## src/rtl/outcmp_pkg.sv

```systemverilog
`timescale 1ns/1ps
// Package: shared constants and the pin-action encoding of the output-compare unit.
// Assumes an 8-bit register bus and a counter two bus bytes wide.
package outcmp_pkg;
    localparam int DATA_W  = 8;
    localparam int CNT_W   = 2 * DATA_W;
    localparam int ADDR_W  = 5;
    localparam int CH_LO   = 3;            // lowest channel bit position (channel 5)
    localparam int CH_HI   = 7;            // highest channel bit position (channel 1)

    localparam logic [ADDR_W-1:0] A_FORCE  = 5'h00;
    localparam logic [ADDR_W-1:0] A_MASK   = 5'h01;
    localparam logic [ADDR_W-1:0] A_DATA   = 5'h02;
    localparam logic [ADDR_W-1:0] A_ACTION = 5'h03;
    localparam logic [ADDR_W-1:0] A_FLAG   = 5'h04;
    localparam logic [ADDR_W-1:0] A_CNT_HI = 5'h05;
    localparam logic [ADDR_W-1:0] A_CNT_LO = 5'h06;
    localparam logic [ADDR_W-1:0] A_PINS   = 5'h07;
    localparam logic [ADDR_W-1:0] A_CMP0   = 5'h08;

    typedef enum logic [1:0] {
        ACT_NONE   = 2'b00,
        ACT_TOGGLE = 2'b01,
        ACT_LOW    = 2'b10,
        ACT_HIGH   = 2'b11
    } pin_act_e;

    // Address of the compare high byte for the channel at bit position pos.
    function automatic logic [ADDR_W-1:0] cmp_hi_addr(input int pos);
        return A_CMP0 + ADDR_W'(2 * (CH_HI - pos));
    endfunction
endpackage

```

## src/rtl/outcmp_counter.sv

```systemverilog
`timescale 1ns/1ps
// Free-running up counter. It advances by one on each enabled clock and wraps
// naturally at its width. Assumes a synchronous active-low reset.
module outcmp_counter #(
    parameter int CNT_W = 16
) (
    input  logic             clk,
    input  logic             rst_n,
    input  logic             tick,
    output logic [CNT_W-1:0] count
);
    // Count up on each tick, clear on reset.
    always_ff @(posedge clk) begin
        if (!rst_n)
            count <= '0;
        else if (tick)
            count <= count + 1'b1;
    end
endmodule

```

## src/rtl/outcmp_channel.sv

```systemverilog
`timescale 1ns/1ps
// One compare channel: it holds a byte-writable compare value and reports a
// genuine match and an action (match or due force) on tick cycles.
// Assumes the compare value is two bus bytes wide.
module outcmp_channel #(
    parameter int DATA_W = 8,
    parameter int CNT_W  = 2 * DATA_W
) (
    input  logic              clk,
    input  logic              rst_n,
    input  logic              wr_hi,
    input  logic              wr_lo,
    input  logic [DATA_W-1:0] wdata,
    input  logic              tick,
    input  logic [CNT_W-1:0]  count,
    input  logic              force_due,
    output logic [CNT_W-1:0]  cmp,
    output logic              hit,
    output logic              act
);
    // Byte-wise update of the compare value; resets to all ones.
    always_ff @(posedge clk) begin
        if (!rst_n)
            cmp <= '1;
        else begin
            if (wr_hi) cmp[CNT_W-1:DATA_W] <= wdata;
            if (wr_lo) cmp[DATA_W-1:0]     <= wdata;
        end
    end

    // A match counts only on a tick; a pending force joins it on the same tick.
    always_comb begin
        hit = tick && (count == cmp);
        act = hit || (tick && force_due);
    end
endmodule

```

## src/rtl/outcmp_pins.sv

```systemverilog
`timescale 1ns/1ps
// Output pin register. Channel 1 (bit CH_HI) loads its masked pins from its data
// register and wins over the single-pin channels. Each other channel applies its
// two-bit action to its own pin. Assumes act is only set on tick cycles.
module outcmp_pins
    import outcmp_pkg::*;
(
    input  logic             clk,
    input  logic             rst_n,
    input  logic [CH_HI:CH_LO] act,
    input  logic [CH_HI:CH_LO] mask,
    input  logic [CH_HI:CH_LO] data1,
    input  logic [DATA_W-1:0]  action,
    output logic [CH_HI:CH_LO] pins
);
    logic [CH_HI:CH_LO] pins_nx;

    // Work out the next pin levels from the single-pin channels, then channel 1.
    always_comb begin
        pins_nx = pins;
        for (int p = CH_LO; p < CH_HI; p++) begin
            if (act[p]) begin
                case (pin_act_e'(action[2*(p-CH_LO) +: 2]))
                    ACT_TOGGLE: pins_nx[p] = ~pins[p];
                    ACT_LOW:    pins_nx[p] = 1'b0;
                    ACT_HIGH:   pins_nx[p] = 1'b1;
                    default:    pins_nx[p] = pins[p];
                endcase
            end
        end
        for (int p = CH_LO; p <= CH_HI; p++) begin
            if (act[CH_HI] && mask[p])
                pins_nx[p] = data1[p];
        end
    end

    // Register the pin levels.
    always_ff @(posedge clk) begin
        if (!rst_n)
            pins <= '0;
        else
            pins <= pins_nx;
    end
endmodule

```

## src/rtl/outcmp_unit.sv

```systemverilog
`timescale 1ns/1ps
// Five-channel output-compare unit with forced compares. It holds the register
// bank, the pending-force strobes and the flags, and instantiates the counter,
// the channels and the pin register. Assumes a single-cycle byte bus with
// combinational read data.
module outcmp_unit
    import outcmp_pkg::*;
(
    input  logic              clk,
    input  logic              rst_n,
    input  logic              tick,
    input  logic              we,
    input  logic [ADDR_W-1:0] addr,
    input  logic [DATA_W-1:0] wdata,
    output logic [DATA_W-1:0] rdata,
    output logic [CNT_W-1:0]  count_o,
    output logic [CH_HI:CH_LO] pin_o,
    output logic [CH_HI:CH_LO] flag_o
);
    localparam int LOW_W = CH_LO;    // unimplemented low bits of the bank registers

    logic [CH_HI:CH_LO] force_pend, mask_q, data_q, flag_q;
    logic [CH_HI:CH_LO] hit_vec, act_vec, clr_vec, wr_bits;
    logic [DATA_W-1:0]  action_q;
    logic [CNT_W-1:0]   cmp_val [CH_LO:CH_HI];

    assign wr_bits = wdata[CH_HI:CH_LO];

    outcmp_counter #(.CNT_W(CNT_W)) u_cnt (
        .clk(clk), .rst_n(rst_n), .tick(tick), .count(count_o)
    );

    for (genvar g = CH_LO; g <= CH_HI; g++) begin : g_ch
        localparam logic [ADDR_W-1:0] HI_A = cmp_hi_addr(g);
        outcmp_channel #(.DATA_W(DATA_W), .CNT_W(CNT_W)) u_ch (
            .clk(clk), .rst_n(rst_n),
            .wr_hi(we && addr == HI_A),
            .wr_lo(we && addr == HI_A + 1'b1),
            .wdata(wdata), .tick(tick), .count(count_o),
            .force_due(force_pend[g]),
            .cmp(cmp_val[g]), .hit(hit_vec[g]), .act(act_vec[g])
        );
    end

    outcmp_pins u_pins (
        .clk(clk), .rst_n(rst_n), .act(act_vec), .mask(mask_q),
        .data1(data_q), .action(action_q), .pins(pin_o)
    );

    // Pending forces: consumed by a tick, and a write in a tick cycle waits for the next one.
    always_ff @(posedge clk) begin
        if (!rst_n)
            force_pend <= '0;
        else
            force_pend <= (tick ? '0 : force_pend)
                        | ((we && addr == A_FORCE) ? wr_bits : '0);
    end

    // Configuration registers: mask, channel-1 data and action codes.
    always_ff @(posedge clk) begin
        if (!rst_n) begin
            mask_q   <= '0;
            data_q   <= '0;
            action_q <= '0;
        end else if (we) begin
            if (addr == A_MASK)   mask_q   <= wr_bits;
            if (addr == A_DATA)   data_q   <= wr_bits;
            if (addr == A_ACTION) action_q <= wdata;
        end
    end

    assign clr_vec = (we && addr == A_FLAG) ? wr_bits : '0;

    // Flags: set by genuine matches only, cleared by a write of one; set wins.
    always_ff @(posedge clk) begin
        if (!rst_n)
            flag_q <= '0;
        else
            flag_q <= (flag_q & ~clr_vec) | hit_vec;
    end

    assign flag_o = flag_q;

    // Read multiplexer over the register map.
    always_comb begin
        rdata = '0;
        case (addr)
            A_FORCE:  rdata = '0;
            A_MASK:   rdata = {mask_q, LOW_W'(0)};
            A_DATA:   rdata = {data_q, LOW_W'(0)};
            A_ACTION: rdata = action_q;
            A_FLAG:   rdata = {flag_q, LOW_W'(0)};
            A_CNT_HI: rdata = count_o[CNT_W-1:DATA_W];
            A_CNT_LO: rdata = count_o[DATA_W-1:0];
            A_PINS:   rdata = {pin_o, LOW_W'(0)};
            default: begin
                for (int g = CH_LO; g <= CH_HI; g++) begin
                    if (addr == cmp_hi_addr(g))
                        rdata = cmp_val[g][CNT_W-1:DATA_W];
                    if (addr == cmp_hi_addr(g) + 1'b1)
                        rdata = cmp_val[g][DATA_W-1:0];
                end
            end
        endcase
    end
endmodule

```

## config.mk

```make
export PLATFORM = sky130hd
export DESIGN_NAME = outcmp_unit
export DESIGN_NICKNAME = d
export VERILOG_FILES = /design/src/rtl/outcmp_pkg.sv /design/src/rtl/outcmp_counter.sv /design/src/rtl/outcmp_channel.sv /design/src/rtl/outcmp_pins.sv /design/src/rtl/outcmp_unit.sv
export SDC_FILE = /design/constraint.sdc
export NUM_CORES = 1
export LEC_CHECK = 0
export ABC_AREA = 1
export BUFFER_PORTS_ARGS = -buffer_cell sky130_fd_sc_hd__buf_4
export CORE_UTILIZATION = 55
export DETAILED_ROUTE_END_ITERATION = 16
export MAX_ROUTING_LAYER = met4
export PLACE_DENSITY = 0.88
export SYNTH_ARGS = -nofsm -noshare
export SYNTH_HDL_FRONTEND = slang
export SYNTH_SLANG_ARGS = --single-unit
```

## constraint.sdc

```tcl
create_clock -name clk -period 1.55 [get_ports clk]
set_input_delay 0.0775 -clock clk [delete_from_list [all_inputs] [get_ports clk]]
set_output_delay 0.0775 -clock clk [all_outputs]
set_load 0.005 [all_outputs]
```

---- Word level (Yosys, flattened, before mapping) ----
Cells that the tools add are included.
word-level totals
  bits in registers ....................... 129
  output and inout port bits .............. 34
  word-level logic and storage cells ...... 138
operators by class
  equal/unequal tests ..................... 34
  muxes and demuxes ....................... 26
  bitwise operators ....................... 8
  add/subtract/negate cells ............... 1
  reduce and logical (&&, ||, !) cells .... 48
operators by type and width
  cell                   count
  $eq 16x16->1           5
  $mux 8                 10
  $pmux 8 s8             1
  $eq 5x4->1 const B     8
  $logic_and 1x1->1      27
  $eq 5x3->1 const B     4
  $add 16x1->16 const B  1
  $eq 2x2->1 const B     8
  $reduce_bool 4->1      4
  $mux 5                 3
  $reduce_and 2->1       7
  $pmux 1 s3             4
  $eq 5x2->1 const B     2
  $eq 5x5->1 const B     2
  $or 5x5->5             2
  $eq 2x1->1 const B     4
  $mux 1                 8
  $reduce_bool 2->1      4
  $and 5x5->5            1
  $eq 5x1->1 const B     1
  $logic_not 5->1        1
  $logic_or 1x1->1       5
  $not 5->5              1
  $not 1->1              4

---- Longest topological paths before layout ----
  depth after elaboration ................. 12
  mapped depth ............................ 14

---- Cells and area by module ----
Synthesis repeated with hierarchy kept, for this count alone.
unflattened totals
  cell total of the unflattened synthesis .. 1430
  area, all modules ....................... 8567.0 µm²
by module, submodules not included
  module          area each (µm²)  cells an instance  times used
  outcmp_channel  1016.0           172                5
  outcmp_unit     2170.8           364                1
  outcmp_counter  845.8            126                1
  outcmp_pins     470.5            80                 1

---- Least setup slack after synthesis ----
No wires, ideal clock.
  kind .................................... register to register
  from .................................... reg u_cnt.count[1]
  to ...................................... reg u_cnt.count[12]
  slack ................................... -0.097 ns
  stages on the path, launching flop included .. 13
  library setup time ...................... 0.119 ns
  arrival time ............................ 1.527 ns
  data required time ...................... 1.431 ns
  period minus slack after synthesis ...... 1.647 ns
  cells stage by stage .................... dfxtp_1 ha_1 inv_1 nor3_2 inv_1 nor2_1 nand2_1 nor2_1 nand2_1 nor2_2 nand2_1 o21ai_0 a21oi_1
between the ends
  longest elaborated chain between the ends .. 1
ends and longest elaborated chain
  what                    RTL line              source
  from (decl)             outcmp_counter.sv:10  output logic [CNT_W-1:0] count
  from (signal assigned)  outcmp_counter.sv:17  count <= count + 1'b1;
  $add 16x1->16           outcmp_counter.sv:17
Every way passes these cells.
A chain may end at the register's enable or synchronous reset.

---- Worst setup path in the final report ----
  from .................................... reg u_cnt.count[0]
  to ...................................... reg u_pins.pins[4] (netlist name)
between the ends
  longest elaborated chain between the ends .. 6
  elaborated cells between the ends (all ways) .. 11
ends and longest elaborated chain
  what                                                                            RTL line              source
  $eq 16x16->1                                                                    outcmp_channel.sv:33  hit = tick && (count == cmp);
  $logic_and 1x1->1                                                               outcmp_channel.sv:33
  $logic_or 1x1->1                                                                outcmp_channel.sv:34  act = hit || (tick && force_due);
  $logic_and 1x1->1                                                               outcmp_pins.sv:32     if (act[CH_HI] && mask[p])
  $reduce_bool 4->1 (no source line) / $reduce_bool 2->1 (equally long branches)  -
  $reduce_and 2->1 (no source line)                                               -
  to (signal assigned)                                                            outcmp_pins.sv:42     pins <= pins_nx;
  to (decl)                                                                       outcmp_pins.sv:14     output logic [CH_HI:CH_LO] pins
Parallel ways exist; a longest one is shown, timed or not.

==> metrics.cfg <==
[status]
status = finished with violations
violations = setup timing

[setup_path]
ff2ff_path_depth = 14
cpMostUsedCell = nor2_1
worstReg2RegEnd = u_pins.pins[4]
cp_cell_sequence = buf_12 > clkinv_8 > buf_6 > nor2_1 > nor2_1 > nand2_1 > nor2_4 > nand3_4 > nand2_8 > nand2_4 > nand2_2 > nand2_1 > nor2_1 > nor2_1
path_depth = 14
critical_path_arrival_ns = 2.16
worstPathMaxFanout = 6
cpPeakStageDelay_ns = 0.37
path_buf_inv = 3
cp-end-kind = flop
worst_setup_path_start_kind = flop
path_delay_family = simple AND/OR/NAND/NOR gates
crit_path_top_delay_cell = dfxtp_4
required_ns = 1.87
cp-endpoint = u_pins.pins[4]
r2r_slack_ns = -0.29
crit_path_start = u_cnt.count[0]
critical_path_class = flop to flop
r2r_start = u_cnt.count[0]

[logic_synthesis]
syn-num-nets = 1120
ys_warn_count = 0
synth.distinct_cells = 35
postSynthAreaPerCell_um2 = 6.45
synth_top_area_share_pct = 36.4
synth_seq_cells = 129
yosysTopAreaCell = dfxtp_1
ys.flop_type = dfxtp_1
syn-cell-area_mm2 = 0.00709
async_flop_share_pct = 0
synth.top_cells.by_area = dfxtp_1 (36%), nand2_1 (19%), o211ai_1 (6.1%)
yosysSeqAreaShare_pct = 36.4
synthCells = 1100
synth_edf_count = 0

[placed_design]
io_buffers = 50
place_ws_ns = -0.267
dpl.cell_count = 1413
dpl.hpwl_um = 20700
gp_congestion = 1.08

[cts]
clock-sinks = 129
clkTransAtPathRegs_ns = 0.06
clockBufferDepth = 2
worstSkewPairLatency_ns = 0.44
cts_tree = yes
numCtsBuffers = 17
htree_num_levels = 4
root_buffer = clkbuf_16

[floorplanning]
dieArea_mm2 = 0.0134
die_y_um = 116
num_rows = 41
start_util_pct = 56.2
io_pins = 51
die-width_um = 116
core_area_mm2 = 0.0126

[sta]
fmaxAchievable_ghz = 0.544
layout_min_cycle_time_ns = 1.84
post-route-period-util_pct = 119
rsz0062_at_grt = true
fin_ws_ns = -0.288
relSlewSlack_pct = 61.1
clock_skew_ns = 0.00928
finalMaxSlewViolations = 0
worst_pin_slew_ns = 0.583
setup_viol = 29
hold_viol_final = 0

[routing]
remaining_drc_errors = 0
met1_length_um = 11700
dr.max_layer_used = met4
vias = 9290
drt-total-wl_um = 32400
detail-route-antenna-nets = 0
viasPerCell = 6.20
drt_iter0_drc = 1871
dr_wl_met3_um = 4820
wl_met2_um = 13500
first_pass_iters = 10
wire_per_inst_um = 21.6

[grt]
first_global_vias = 8264
grt-ovfl-total = 0
grtUsageTotal_pct = 49.0
grt_pass1_wl_um = 46300
antenna_found_initial = 0
grt_max_degree = 53

[finish]
fillCellCount = 832
antenna_cells = 0
multi_input_area_mm2 = 0.00432
layout.cells.non_filler = 1498
drive_above_1_share_pct = 34.4
nNetsFinal = 1334
synthToLayoutAreaGrowth_pct = 45.2
mostFrequentLayoutCells = nand2_1 (319), buf_4 (199), inv_1 (96)
seqCellArea_mm2 = 0.00264
final_common_cell = nand2_1

[run]
maxCapViolations = 0

[min_path]
hold_path.class = input port to flop
min-delay-start = wdata[5]

[pwr]
p_total_mw = 8.36
ir_drop_v = 0.000824
p_leak_nw = 4.98
power_density_mw_per_mm2 = 812

-- worst register-to-register path, cell delays in order (launching register included) --
cell and delay (ns):
dfxtp_4 0.37, buf_12 0.13, clkinv_8 0.06, buf_6 0.10, nor2_1 0.03, nor2_1 0.09
nand2_1 0.10, nor2_4 0.17, nand3_4 0.17, nand2_8 0.14, nand2_4 0.07, nand2_2 0.07
nand2_1 0.05, nor2_1 0.11, nor2_1 0.05
-- registers in the layout (all words and copies together), names as in the netlist --
register and cells:
flag_o 5, action_q 8, mask_q 5, u_cnt.count 16
g_ch.u_ch.cmp 80, force_pend 5, u_pins.pins 5, data_q 5
-- report_power, final --
part / switching [mW] / internal, mW
clock: 1.56 / 2.60
combinational: 0.509 / 0.297
sequential: 0.0445 / 3.35
total: 2.11 / 6.25
-- cells in the mapped netlist, drive strengths merged, types with 2 or more instances --
| library cell | number |
|---|---|
| xnor2 | 13 |
| o2111ai | 2 |
| o211ai | 58 |
| ha | 3 |
| o21ai | 64 |
| nor2 | 114 |
| nor4 | 4 |
| xor2 | 9 |
| nand2 | 367 |
| nand3 | 45 |
| o221ai | 2 |
| a211oi | 2 |
| buf | 24 |
| or2 | 5 |
| clkbuf | 23 |
| nand4 | 23 |
| dfxtp | 129 |
| nand3b | 3 |
| nor3 | 14 |
| a21oi | 69 |
| inv | 121 |
| o22ai | 5 |
-- cell families (layout without fill, tap and decap cells) --
logic type | Yosys count | after routing | synth area share, %
flops | 129 | 129 | 36.4
fa+ha+maj | 3 | 3 | 0.529
xor+xnor | 22 | 22 | 2.72
compound gates | 203 | 203 | 16.8
simple gates | 575 | 576 | 34.0
buf+inv | 168 | 393 | 9.56
-- worst min path at each step --
stage,depth (start not counted),slack [ns],end
final,3,0.02,force_pend[5]
after global routing,3,0.02,force_pend[3]
after CTS,3,0.003,g_ch[3].u_ch.cmp[2]
after detailed placement,2,0.42,g_ch[7].u_ch.cmp[0]
after global placement,2,0.40,g_ch[7].u_ch.cmp[0]
after floorplan,2,0.20,g_ch[3].u_ch.cmp[8]
-- routing by layer --
layer	vias up	track usage, %
met1	4185	59.8
li1	4007	-
met2	874	70.0
met5	-	-
met3	224	16.3
met4	0	28.9
-- through the flow --
stage / util (%) / hold slack (ns) / instance area (um2) / setup TNS (ns)
after floorplan: - / 0.204 / 7100 / 0
after global placement: 68.1 / 0.404 / 8600 / -2.18
after detailed placement: 68.1 / 0.417 / 8600 / -2.98
after CTS: 78.3 / 0.00297 / 9880 / -2.47
after global routing: 81.6 / 0.0163 / 10300 / -5.70
final: 81.6 / 0.0182 / 10300 / -4.55
-- what timing repair did --
action,4_1_cts,5_1_grt
hold endpoints to repair,7,0
pin swaps,77,70
gates resized for setup,137,93
gates cloned,1,0
buffers inserted,43,16
hold buffers,2,0
endpoints found under the setup margin,25,28
-- layout make-up --
cell class / instances / share of cell area (%)
Clock buffer: 22 / 4.51
Inverter: 121 / 4.73
Multi-Input combinational cell: 804 / 41.9
Timing Repair Buffer: 241 / 19.8
Sequential cell: 129 / 25.6
Tap cell: 172 / 2.09
Clock inverter: 9 / 1.29
No activity file was read; power rests on OpenSTA's default activity.
